$ cat config.mk
export PLATFORM = sky130hd
export DESIGN_NAME = cascade_strip_driver
export DESIGN_NICKNAME = d
export VERILOG_FILES = /design/src/rtl/csd_pkg.sv /design/src/rtl/csd_ctl_serializer.sv /design/src/rtl/csd_write_seq.sv /design/src/rtl/csd_lane_bank.sv /design/src/rtl/cascade_strip_driver.sv
export SDC_FILE = /design/constraint.sdc
export NUM_CORES = 1
export LEC_CHECK = 0
export BUFFER_PORTS_ARGS = -buffer_cell sky130_fd_sc_hd__buf_2
export CORE_ASPECT_RATIO = 0.7
export CORE_MARGIN = 5
export CORE_UTILIZATION = 59
export DETAILED_ROUTE_END_ITERATION = 6
export PLACE_DENSITY_LB_ADDON = 0.1
export SETUP_SLACK_MARGIN = 0.3
export SLEW_MARGIN = 20
export SYNTH_ARGS = -nofsm -noshare
export SYNTH_HDL_FRONTEND = slang
export SYNTH_HIERARCHICAL = 1
export SYNTH_SLANG_ARGS = --single-unit
$ cat constraint.sdc
create_clock -name clk -period 3.5 [get_ports clk]
set_input_delay 0.7 -clock clk [delete_from_list [all_inputs] [get_ports clk]]
set_output_delay 0.7 -clock clk [all_outputs]
set_load 0.05 [all_outputs]
$ cat src/rtl/csd_pkg.sv
package csd_pkg;

    localparam int DEF_GROUPS = 4;
    localparam int DEF_WORD_W = 16;

    // phase of one control-register update
    typedef enum logic [1:0] {
        PH_SHIFT_LO,
        PH_SHIFT_HI,
        PH_LATCH_HI,
        PH_LATCH_LO
    } ctl_phase_e;

    typedef enum logic [0:0] {
        SQ_IDLE,
        SQ_RUN
    } seq_state_e;

    // kind of control update issued at a step of a write
    typedef enum logic [1:0] {
        OP_LATCH_LOW,
        OP_CLK_LOW,
        OP_CLK_HIGH,
        OP_LATCH_HIGH
    } step_op_e;

    // step 0 drops the latch, the last step raises it, odd/even steps
    // lower/raise the chain clock for one data bit
    function automatic step_op_e op_for_step(input int unsigned step,
                                             input int unsigned last);
        if (step == 0)
            return OP_LATCH_LOW;
        else if (step == last)
            return OP_LATCH_HIGH;
        else if (step[0])
            return OP_CLK_LOW;
        else
            return OP_CLK_HIGH;
    endfunction

endpackage

$ cat src/rtl/csd_ctl_serializer.sv
module csd_ctl_serializer
    import csd_pkg::*;
#(
    parameter int CTL_W = 8
) (
    input  logic             clk,
    input  logic             rst,
    input  logic             load,
    input  logic [CTL_W-1:0] load_byte,
    output logic             sdata,
    output logic             sclk,
    output logic             latch,
    output logic             last_cycle
);

    localparam int BIT_W = $clog2(CTL_W);

    logic             active_q;
    ctl_phase_e       ph_q;
    logic [BIT_W-1:0] bit_q;
    logic [CTL_W-1:0] byte_q;

    always_ff @(posedge clk) begin
        if (rst) begin
            active_q <= 1'b0;
            ph_q     <= PH_SHIFT_LO;
            bit_q    <= '0;
            byte_q   <= '0;
        end else if (load) begin
            active_q <= 1'b1;
            ph_q     <= PH_SHIFT_LO;
            bit_q    <= '0;
            byte_q   <= load_byte;
        end else if (active_q) begin
            case (ph_q)
                PH_SHIFT_LO: ph_q <= PH_SHIFT_HI;
                PH_SHIFT_HI: begin
                    if (bit_q == BIT_W'(CTL_W - 1)) begin
                        ph_q <= PH_LATCH_HI;
                    end else begin
                        bit_q <= bit_q + 1'b1;
                        ph_q  <= PH_SHIFT_LO;
                    end
                end
                PH_LATCH_HI: ph_q <= PH_LATCH_LO;
                PH_LATCH_LO: active_q <= 1'b0;
                default:     active_q <= 1'b0;
            endcase
        end
    end

    always_comb begin
        sdata      = 1'b0;
        sclk       = 1'b0;
        latch      = 1'b0;
        last_cycle = 1'b0;
        if (active_q) begin
            case (ph_q)
                PH_SHIFT_LO: sdata = byte_q[bit_q];
                PH_SHIFT_HI: begin
                    sdata = byte_q[bit_q];
                    sclk  = 1'b1;
                end
                PH_LATCH_HI: latch = 1'b1;
                PH_LATCH_LO: last_cycle = 1'b1;
                default:     last_cycle = 1'b0;
            endcase
        end
    end

endmodule

$ cat src/rtl/csd_write_seq.sv
module csd_write_seq
    import csd_pkg::*;
#(
    parameter int GROUPS = 4,
    parameter int WORD_W = 16
) (
    input  logic                      clk,
    input  logic                      rst,
    input  logic                      start,
    input  logic [$clog2(GROUPS)-1:0] grp_in,
    input  logic [WORD_W-1:0]         word_in,
    input  logic                      upd_last,
    output logic                      ser_load,
    output logic [2*GROUPS-1:0]       ser_byte,
    output logic                      lane_we,
    output logic [$clog2(GROUPS)-1:0] lane_sel,
    output logic                      lane_bit,
    output logic                      busy,
    output logic                      done
);

    localparam int CTL_W      = 2 * GROUPS;
    localparam int GIDX_W     = $clog2(GROUPS);
    localparam int STEP_COUNT = 2 * WORD_W + 2;
    localparam int STEP_W     = $clog2(STEP_COUNT);
    localparam int LAST_STEP  = STEP_COUNT - 1;

    seq_state_e        st_q;
    logic [STEP_W-1:0] step_q;
    logic [GIDX_W-1:0] grp_q;
    logic [WORD_W-1:0] word_q;
    logic [CTL_W-1:0]  img_q;
    logic              done_q;

    logic              accept, advance, finish;
    logic [STEP_W-1:0] next_step;
    logic [STEP_W-1:0] pair_idx;
    logic [WORD_W-1:0] word_shifted;
    logic [GIDX_W-1:0] sel_grp;
    step_op_e          op;

    function automatic logic [CTL_W-1:0] apply_op(input logic [CTL_W-1:0] img,
                                                  input logic [GIDX_W-1:0] g,
                                                  input step_op_e o);
        logic [CTL_W-1:0] r;
        r = img;
        case (o)
            OP_LATCH_LOW:  r[2*int'(g)+1] = 1'b0;
            OP_CLK_LOW:    r[2*int'(g)]   = 1'b0;
            OP_CLK_HIGH:   r[2*int'(g)]   = 1'b1;
            OP_LATCH_HIGH: r[2*int'(g)+1] = 1'b1;
            default:       r = img;
        endcase
        return r;
    endfunction

    always_comb begin
        accept       = (st_q == SQ_IDLE) && start;
        advance      = (st_q == SQ_RUN) && upd_last && (step_q != STEP_W'(LAST_STEP));
        finish       = (st_q == SQ_RUN) && upd_last && (step_q == STEP_W'(LAST_STEP));
        next_step    = accept ? '0 : step_q + 1'b1;
        sel_grp      = accept ? grp_in : grp_q;
        op           = op_for_step(int'(next_step), LAST_STEP);
        ser_byte     = apply_op(img_q, sel_grp, op);
        ser_load     = accept || advance;
        pair_idx     = (next_step - 1'b1) >> 1;
        word_shifted = word_q << pair_idx;
        lane_bit     = word_shifted[WORD_W-1];
        lane_we      = advance && (op == OP_CLK_LOW);
        lane_sel     = grp_q;
    end

    always_ff @(posedge clk) begin
        if (rst) begin
            st_q   <= SQ_IDLE;
            step_q <= '0;
            grp_q  <= '0;
            word_q <= '0;
            img_q  <= '0;
            done_q <= 1'b0;
        end else begin
            done_q <= finish;
            if (accept) begin
                st_q   <= SQ_RUN;
                step_q <= '0;
                grp_q  <= grp_in;
                word_q <= word_in;
                img_q  <= ser_byte;
            end else if (advance) begin
                step_q <= next_step;
                img_q  <= ser_byte;
            end else if (finish) begin
                st_q <= SQ_IDLE;
            end
        end
    end

    assign busy = (st_q == SQ_RUN);
    assign done = done_q;

endmodule

$ cat src/rtl/csd_lane_bank.sv
module csd_lane_bank #(
    parameter int GROUPS = 4
) (
    input  logic                      clk,
    input  logic                      rst,
    input  logic                      we,
    input  logic [$clog2(GROUPS)-1:0] sel,
    input  logic                      din,
    output logic [GROUPS-1:0]         lanes
);

    localparam int GIDX_W = $clog2(GROUPS);

    for (genvar g = 0; g < GROUPS; g++) begin : g_lane
        always_ff @(posedge clk) begin
            if (rst)
                lanes[g] <= 1'b0;
            else if (we && (sel == GIDX_W'(g)))
                lanes[g] <= din;
        end
    end

endmodule

$ cat src/rtl/cascade_strip_driver.sv
module cascade_strip_driver
    import csd_pkg::*;
#(
    parameter int GROUPS = DEF_GROUPS,
    parameter int WORD_W = DEF_WORD_W
) (
    input  logic                      clk,
    input  logic                      rst,
    input  logic                      start,
    input  logic [$clog2(GROUPS)-1:0] grp_sel,
    input  logic [WORD_W-1:0]         word_in,
    output logic                      busy,
    output logic                      done,
    output logic                      ctl_sdata,
    output logic                      ctl_sclk,
    output logic                      ctl_latch,
    output logic [GROUPS-1:0]         grp_sdata
);

    localparam int CTL_W  = 2 * GROUPS;
    localparam int GIDX_W = $clog2(GROUPS);

    logic              ser_load;
    logic [CTL_W-1:0]  ser_byte;
    logic              upd_last;
    logic              lane_we;
    logic [GIDX_W-1:0] lane_sel;
    logic              lane_bit;

    csd_write_seq #(
        .GROUPS(GROUPS),
        .WORD_W(WORD_W)
    ) u_seq (
        .clk     (clk),
        .rst     (rst),
        .start   (start),
        .grp_in  (grp_sel),
        .word_in (word_in),
        .upd_last(upd_last),
        .ser_load(ser_load),
        .ser_byte(ser_byte),
        .lane_we (lane_we),
        .lane_sel(lane_sel),
        .lane_bit(lane_bit),
        .busy    (busy),
        .done    (done)
    );

    csd_ctl_serializer #(
        .CTL_W(CTL_W)
    ) u_ser (
        .clk       (clk),
        .rst       (rst),
        .load      (ser_load),
        .load_byte (ser_byte),
        .sdata     (ctl_sdata),
        .sclk      (ctl_sclk),
        .latch     (ctl_latch),
        .last_cycle(upd_last)
    );

    csd_lane_bank #(
        .GROUPS(GROUPS)
    ) u_lanes (
        .clk  (clk),
        .rst  (rst),
        .we   (lane_we),
        .sel  (lane_sel),
        .din  (lane_bit),
        .lanes(grp_sdata)
    );

endmodule

==> flow_metrics.env, run 1 <==
export IMPL_status="completed"
export IMPL_gp_congestion=0.8179
export IMPL_clkLatencyLatePin_ns=0.30
export IMPL_grt_pass1_wl_mm=10.81
export IMPL_maxCapViolations=0
export IMPL_cp_arrival_ns=3.14
export IMPL_skew_ns=0.005909
export IMPL_ys_ff_latch=52
export IMPL_fin_util=0.6737
export IMPL_io_buffers=29
export IMPL_finalNetCount=405
export IMPL_cts_tree="built"
export IMPL_routed_wl_mm=6.420
export IMPL_synth_commonest_cells="nand2_1 (57), dfxtp_1 (52), a21oi_1 (25)"
export IMPL_hpwlAfterDp_mm=4.582
export IMPL_io_pins=30
export IMPL_drive_gt1_frac=0.1536
export IMPL_cp_max_fo=11
export IMPL_synth_area_um2=2994
export IMPL_synthDistinctLibCells=59
export IMPL_worst_r2r_endpoint="u_lanes/lanes[3]"
export IMPL_synth_warnings=6
export IMPL_r2r_start="u_seq/step_q[0]"
export IMPL_power_density_nw_per_um2=361.6
export IMPL_cts_setup_buffers=0
export IMPL_n_antenna_cell=0
export IMPL_wire_per_inst_um=14.59
export IMPL_clockRootBuffer="clkbuf_8"
export IMPL_grt_use_total=0.2002
export IMPL_cts_buffers_inserted=5
export IMPL_die_h_um=69.60
export IMPL_first_global_vias=2216
export IMPL_synth_avg_cell_area_um2=8.482
export IMPL_path_class="flop to flop"
export IMPL_synth_ff_type="dfxtp_1"
export IMPL_num_rows=21
export IMPL_setup_viol=0
export IMPL_cp_required_ns=3.73
export IMPL_rsz0062_at_grt="no"
export IMPL_drv_slew=0
export IMPL_finalCriticalPeriod_ns=2.913
export IMPL_reg2reg_setup_slack_ns=0.59
export IMPL_die_w_um=95.15
export IMPL_grt_overflow_total=0
export IMPL_critPathCapture="u_lanes/lanes[3]"
export IMPL_synth_area_top_cells="dfxtp_1 (35%), nand2_1 (7.1%), mux2i_1 (6.0%)"
export IMPL_syn_nets=386
export IMPL_rr_worst_depth=12
export IMPL_antenna_found_initial=0
export IMPL_crit_path_start_kind="flop"
export IMPL_drtIter0Drc=189
export IMPL_core_area_um2=4835
export IMPL_path_clk_slew_ns=0.09
export IMPL_max_vdd_ir_drop_mv=0.1794
export IMPL_syn2layout_area_growth_pct=8.775
export IMPL_tightest_slew_ns=0.9281
export IMPL_slowest_stage="dfxtp_1"
export IMPL_fin_tns_setup_ns=0
export IMPL_synth_top_area_share=0.3477
export IMPL_clock_path_buffers=2
export IMPL_crit_start="u_seq/step_q[0]"
export IMPL_initial_core_util=0.6193
export IMPL_grt_max_degree=57
export IMPL_drc=0
export IMPL_vias=2533
export IMPL_hold_path_class="flop to flop"
export IMPL_cp_end_kind="flop"
export IMPL_relSlewSlack=0.3812
export IMPL_fmax_ghz=0.3433
export IMPL_htree_levels=2
export IMPL_yosysSeqAreaShare=0.3477
export IMPL_vias_per_cell=5.757
export IMPL_ant_nets=0
export IMPL_cpPeakStageDelay_ns=0.58
export IMPL_synth_edff_count=0
export IMPL_hold_viol=0
export IMPL_clock_sinks=52
export IMPL_yosysTopAreaCell="dfxtp_1"
export IMPL_ys_async_sr_fraction=0
export IMPL_p_leak_nw=1.310
export IMPL_netlist_instances=353
export IMPL_yosysMostFrequentCell="nand2_1"
export IMPL_fin_crit_sh=0.8322
export IMPL_firstDrtPassIters=4
export IMPL_cp_cell_sequence="ha_1, inv_1, nand2_1, ha_1, inv_1, a21oi_1, or3b_2, a31oi_1, mux2i_1, o22ai_1, nand2b_1, mux2i_1"
export IMPL_fp_dieArea_um2=6622
## power breakdown
part           switching, mW  leakage, nW  total (mW)  internal [mW]
clock                  0.181       0.0501       0.387          0.205
sequential            0.0154        0.423       0.625          0.610
combinational          0.102        0.837       0.166         0.0635
total                  0.299         1.31        1.18          0.879
## metrics by stage
step	hold slack, ns	cell area [um^2]	power, mW	cells	setup slack (ns)
floorplan	0.4318	2994	0.7566	353	0.3782
global placement	0.4442	3157	0.7996	434	0.4090
detailed placement	0.4467	3157	0.8032	434	0.3197
CTS	0.4597	3256	1.188	440	0.5681
global route	0.4796	3257	1.242	440	0.3416
finish	0.4568	3257	1.178	440	0.5873
## worst max-delay path: cells and delay by family, from the launching register on
family	cells	cell delay, ns
AOI/OAI and AO/OA	3	0.39
DFF	1	0.58
and+or+nand+nor	3	0.73
adders and majority gates	2	0.66
muxes	2	0.24
buffers and inverters	2	0.25
## repair_timing
action | CTS | global route
gates resized for setup | 0 | 1
hold buffers | 0 | 0
setup endpoints to repair | 0 | 3
## how the worst min path moves through the flow
stage	start	end	slack, ns	cells past startpoint
5_1_grt	u_seq/word_q[3]	u_seq/word_q[3]	0.48	2
3_5_place_dp	u_seq/word_q[7]	u_seq/word_q[7]	0.45	2
6_report	u_seq/word_q[7]	u_seq/word_q[7]	0.46	2
3_3_place_gp	u_seq/word_q[11]	u_seq/word_q[11]	0.44	2
2_1_floorplan	u_seq/word_q[7]	u_seq/word_q[7]	0.43	2
4_1_cts	u_seq/word_q[11]	u_seq/word_q[11]	0.46	2
## layout make-up
cell class              count  area [um^2]
fillers                   435         1578
well taps                  69        86.33
multi-input cells         269         1813
clock buffers               5        68.82
repair buffers             33        175.2
flip-flops and latches     52         1042
inverters                  11        41.29
clock inverters             1        30.03
## metal layers
metal,global-route usage,wire (um)
met5,0,0
met4,0.04320,19
met3,0.04447,311
met2,0.2754,2791
met1,0.3121,3298
## cell usage in the layout, fill, tap and decap left out, types with 2 or more instances in the layout
master    count
nand2_1      57
dfxtp_1      51
buf_2        29
a21oi_1      25
nor2_1       23
mux2i_1      18
ha_1         12
inv_1        11
a31oi_1      10
nand2b_1      9
nand3b_1      8
o21ai_0       8
xor2_1        7
or3_1         6
nor3_1        6
clkbuf_8      5
nand3_1       5
nor3b_1       5
buf_4         4
a22o_1        4
and2_1        4
or2_0         4
or4_1         4
a311o_1       4
o311ai_1      4
xnor2_1       3
mux4_2        3
a211oi_1      3
nand4_1       2
nor4_1        2
o211a_1       2
o21ai_1       2
o31ai_1       2
o211ai_1      2
o22ai_1       2
mux2_2        2
## cell families after synthesis
| logic type | count (synthesis) | synth area share |
|---|---|---|
| DFF | 52 | 0.3477 |
| AOI/OAI and AO/OA | 77 | 0.1818 |
| adders and majority gates | 12 | 0.05014 |
| muxes | 24 | 0.09402 |
| and+or+nand+nor | 146 | 0.2495 |
| xor gates and xnor gates | 10 | 0.02925 |
| buffers and inverters | 32 | 0.04764 |
## registers in the layout (all words and copies together), names as in the netlist
signal and count:
u_seq/busy 1, u_seq/done 1, u_seq/word_q 16, u_ser/active_q 1, u_ser/bit_q 3, u_seq/step_q 6, u_ser/ph_q 2, u_lanes/lanes 4
u_seq/lane_sel 2, u_seq/img_q 8, u_ser/byte_q 8
Note: power is estimated with default switching activity, not from simulation.
==> inputs of run 2 (changes only) <==
--- a/config.mk
+++ b/config.mk
@@ -8,7 +8,7 @@
 export BUFFER_PORTS_ARGS = -buffer_cell sky130_fd_sc_hd__buf_2
 export CORE_ASPECT_RATIO = 0.7
 export CORE_MARGIN = 5
-export CORE_UTILIZATION = 59
+export CORE_UTILIZATION = 54
 export DETAILED_ROUTE_END_ITERATION = 6
 export PLACE_DENSITY_LB_ADDON = 0.1
 export SETUP_SLACK_MARGIN = 0.3
==> constraint.sdc (replaced) <==
create_clock -name clk -period 2.6 [get_ports clk]
set_input_delay 0.52 -clock clk [delete_from_list [all_inputs] [get_ports clk]]
set_output_delay 0.52 -clock clk [all_outputs]
set_load 0.05 [all_outputs]
==> run 2 against run 1 <==
Sequential power grew 34%. Combinational power rose by 67%. Wire length is 14% higher. Sequential share of layout area shrank 3.0 points. Critical endpoint is now u_lanes/lanes[1]. Die area rose by 8.1%. Critical path type unchanged. Flip-flop and latch count did not move. Final cell count rose by 5.7%. Critical path depth fell by 1.
==> flow_metrics.env, run 2 (same netlist as run 1, synthesis figures left out) <==
export IMPL_io_pins=30
export IMPL_cts_tree="built"
export IMPL_grt_max_degree=46
export IMPL_routed_wl_mm=7.341
export IMPL_io_buffers=29
export IMPL_skew_ns=0.005266
export IMPL_rsz0062_at_grt="yes"
export IMPL_fp_dieArea_um2=7158
export IMPL_relSlewSlack=0.4856
export IMPL_crit_start="u_seq/step_q[1]"
export IMPL_n_antenna_cell=0
export IMPL_min_from="word_in[10]"
export IMPL_clkLatencyLatePin_ns=0.30
export IMPL_clockRootBuffer="clkbuf_8"
export IMPL_final_common_cell="nand2_1"
export IMPL_whs_endpoint="u_seq/word_q[10]"
export IMPL_hold_path_class="input pin to flop"
export IMPL_hold_slack_ns=0.4519
export IMPL_maxCapViolations=0
export IMPL_clock_sinks=52
export IMPL_cp_cell_sequence="inv_4, ha_4, inv_4, buf_4, o31ai_1, o21ai_1, mux2i_2, mux2i_2, o22ai_2, nand2b_1, mux2i_1"
export IMPL_die_w_um=99
export IMPL_drtIter0Drc=208
export IMPL_p_leak_nw=1.448
export IMPL_crit_path_start_kind="flop"
export IMPL_core_area_um2=5313
export IMPL_power_density_nw_per_um2=438.7
export IMPL_firstDrtPassIters=4
export IMPL_syn2layout_area_growth_pct=22.06
export IMPL_hpwlAfterDp_mm=5.143
export IMPL_gp_congestion=0.8309
export IMPL_drv_slew=0
export IMPL_fill_cells=438
export IMPL_cp_arrival_ns=2.56
export IMPL_cp_required_ns=2.78
export IMPL_status="completed"
export IMPL_grt_use_total=0.2057
export IMPL_wire_per_inst_um=15.79
export IMPL_worst_slack_ns=0.2267
export IMPL_cpPeakStageDelay_ns=0.39
export IMPL_rr_worst_depth=11
export IMPL_drive_gt1_frac=0.2875
export IMPL_post_place_ws_ns=-0.02507
export IMPL_tightest_slew_ns=0.7653
export IMPL_finalCriticalPeriod_ns=2.373
export IMPL_ant_nets=0
export IMPL_hold_viol=0
export IMPL_top_regs="u_seq/word_q x16, u_seq/img_q x8, u_ser/byte_q x8"
export IMPL_fin_crit_sh=0.9128
export IMPL_max_vdd_ir_drop_mv=0.3485
export IMPL_grt_overflow_total=0
export IMPL_path_class="flop to flop"
export IMPL_vias=2688
export IMPL_setup_viol=0
export IMPL_fmax_ghz=0.4214
export IMPL_worst_r2r_endpoint="u_lanes/lanes[1]"
export IMPL_largest_register_ffs=16
export IMPL_hold_depth=3
export IMPL_cp_max_fo=4
export IMPL_path_clk_slew_ns=0.09
export IMPL_cp_end_kind="flop"
export IMPL_cts_buffers_inserted=5
export IMPL_mostFrequentLayoutCells="nand2_1 (55), dfxtp_1 (45), buf_2 (29), a21oi_1 (24)"
export IMPL_htree_levels=2
export IMPL_finalNetCount=427
export IMPL_grt_pass1_wl_mm=12.19
export IMPL_top_register="u_seq/word_q"
export IMPL_drc=0
export IMPL_slowest_stage="dfxtp_4"
export IMPL_vias_per_cell=5.781
export IMPL_reg2reg_setup_slack_ns=0.23
export IMPL_ff_latch_area_um2=1060
export IMPL_num_rows=22
export IMPL_die_h_um=72.30
export IMPL_first_global_vias=2515
export IMPL_multiInputGateArea_um2=2001
export IMPL_r2r_start="u_seq/step_q[1]"
export IMPL_clock_path_buffers=2
export IMPL_initial_core_util=0.5636
export IMPL_antenna_found_initial=0
[run 2: how the worst max path moves through the flow]
| stage | to | cells after the start |
|---|---|---|
| 6_report | u_lanes/lanes[1] | 11 |
| 5_1_grt | u_lanes/lanes[1] | 11 |
| 4_1_cts | u_lanes/lanes[0] | 10 |
| 3_5_place_dp | u_lanes/lanes[2] | 12 |
| 3_3_place_gp | u_lanes/lanes[0] | 12 |
| 2_1_floorplan | u_lanes/lanes[0] | 13 |
[run 2: worst max-delay path, delay by kind of cell, from the launching register on]
kind | cells | cell delay [ns]
muxes | 3 | 0.71
AOI/OAI and AO/OA | 3 | 0.51
DFF | 1 | 0.39
adders and majority gates | 1 | 0.29
buffers and inverters | 3 | 0.21
and+or+nand+nor | 1 | 0.14
[run 2: repair_timing]
| item | CTS | global route |
|---|---|---|
| resized for setup | 19 | 24 |
| hold buffers | 0 | 0 |
| setup endpoints to repair | 8 | 15 |
| setup buffers | 3 | 3 |
| pin swaps | 4 | 8 |
[run 2: per-stage QoR]
stage / instances / cell area, um^2 / setup TNS [ns] / total power, mW / util
after floorplan: 353 / 3083 / 0 / 1.031 / -
after global placement: 453 / 3347 / 0 / 1.103 / 0.6300
after detailed placement: 453 / 3347 / -0.09039 / 1.111 / 0.6300
after CTS: 462 / 3533 / 0 / 1.610 / 0.6651
after global routing: 465 / 3655 / 0 / 1.678 / 0.6879
final: 465 / 3655 / 0 / 1.604 / 0.6879
[run 2: power by group]
part | leakage, nW | switching (mW) | internal (mW)
combinational | 0.973 | 0.158 | 0.119
clock | 0.0483 | 0.250 | 0.238
sequential | 0.427 | 0.0214 | 0.818
total | 1.45 | 0.429 | 1.17
[run 2: layout make-up]
class / instances / area share
multi-input combinational: 269 / 0.5474
sequential: 52 / 0.2900
timing repair buffer: 55 / 0.09962
clock buffer: 6 / 0.02568
tap: 72 / 0.02465
inverter: 11 / 0.01267
[run 2: per-layer routing]
| metal | share of wire | track usage | vias up |
|---|---|---|---|
| met4 | 0.0033 | 0.04545 | 0 |
| met1 | 0.50 | 0.2972 | 1268 |
| met5 | 0 | 0 | - |
| met3 | 0.057 | 0.04323 | 2 |
| li1 | - | - | 1336 |
| met2 | 0.44 | 0.3170 | 82 |
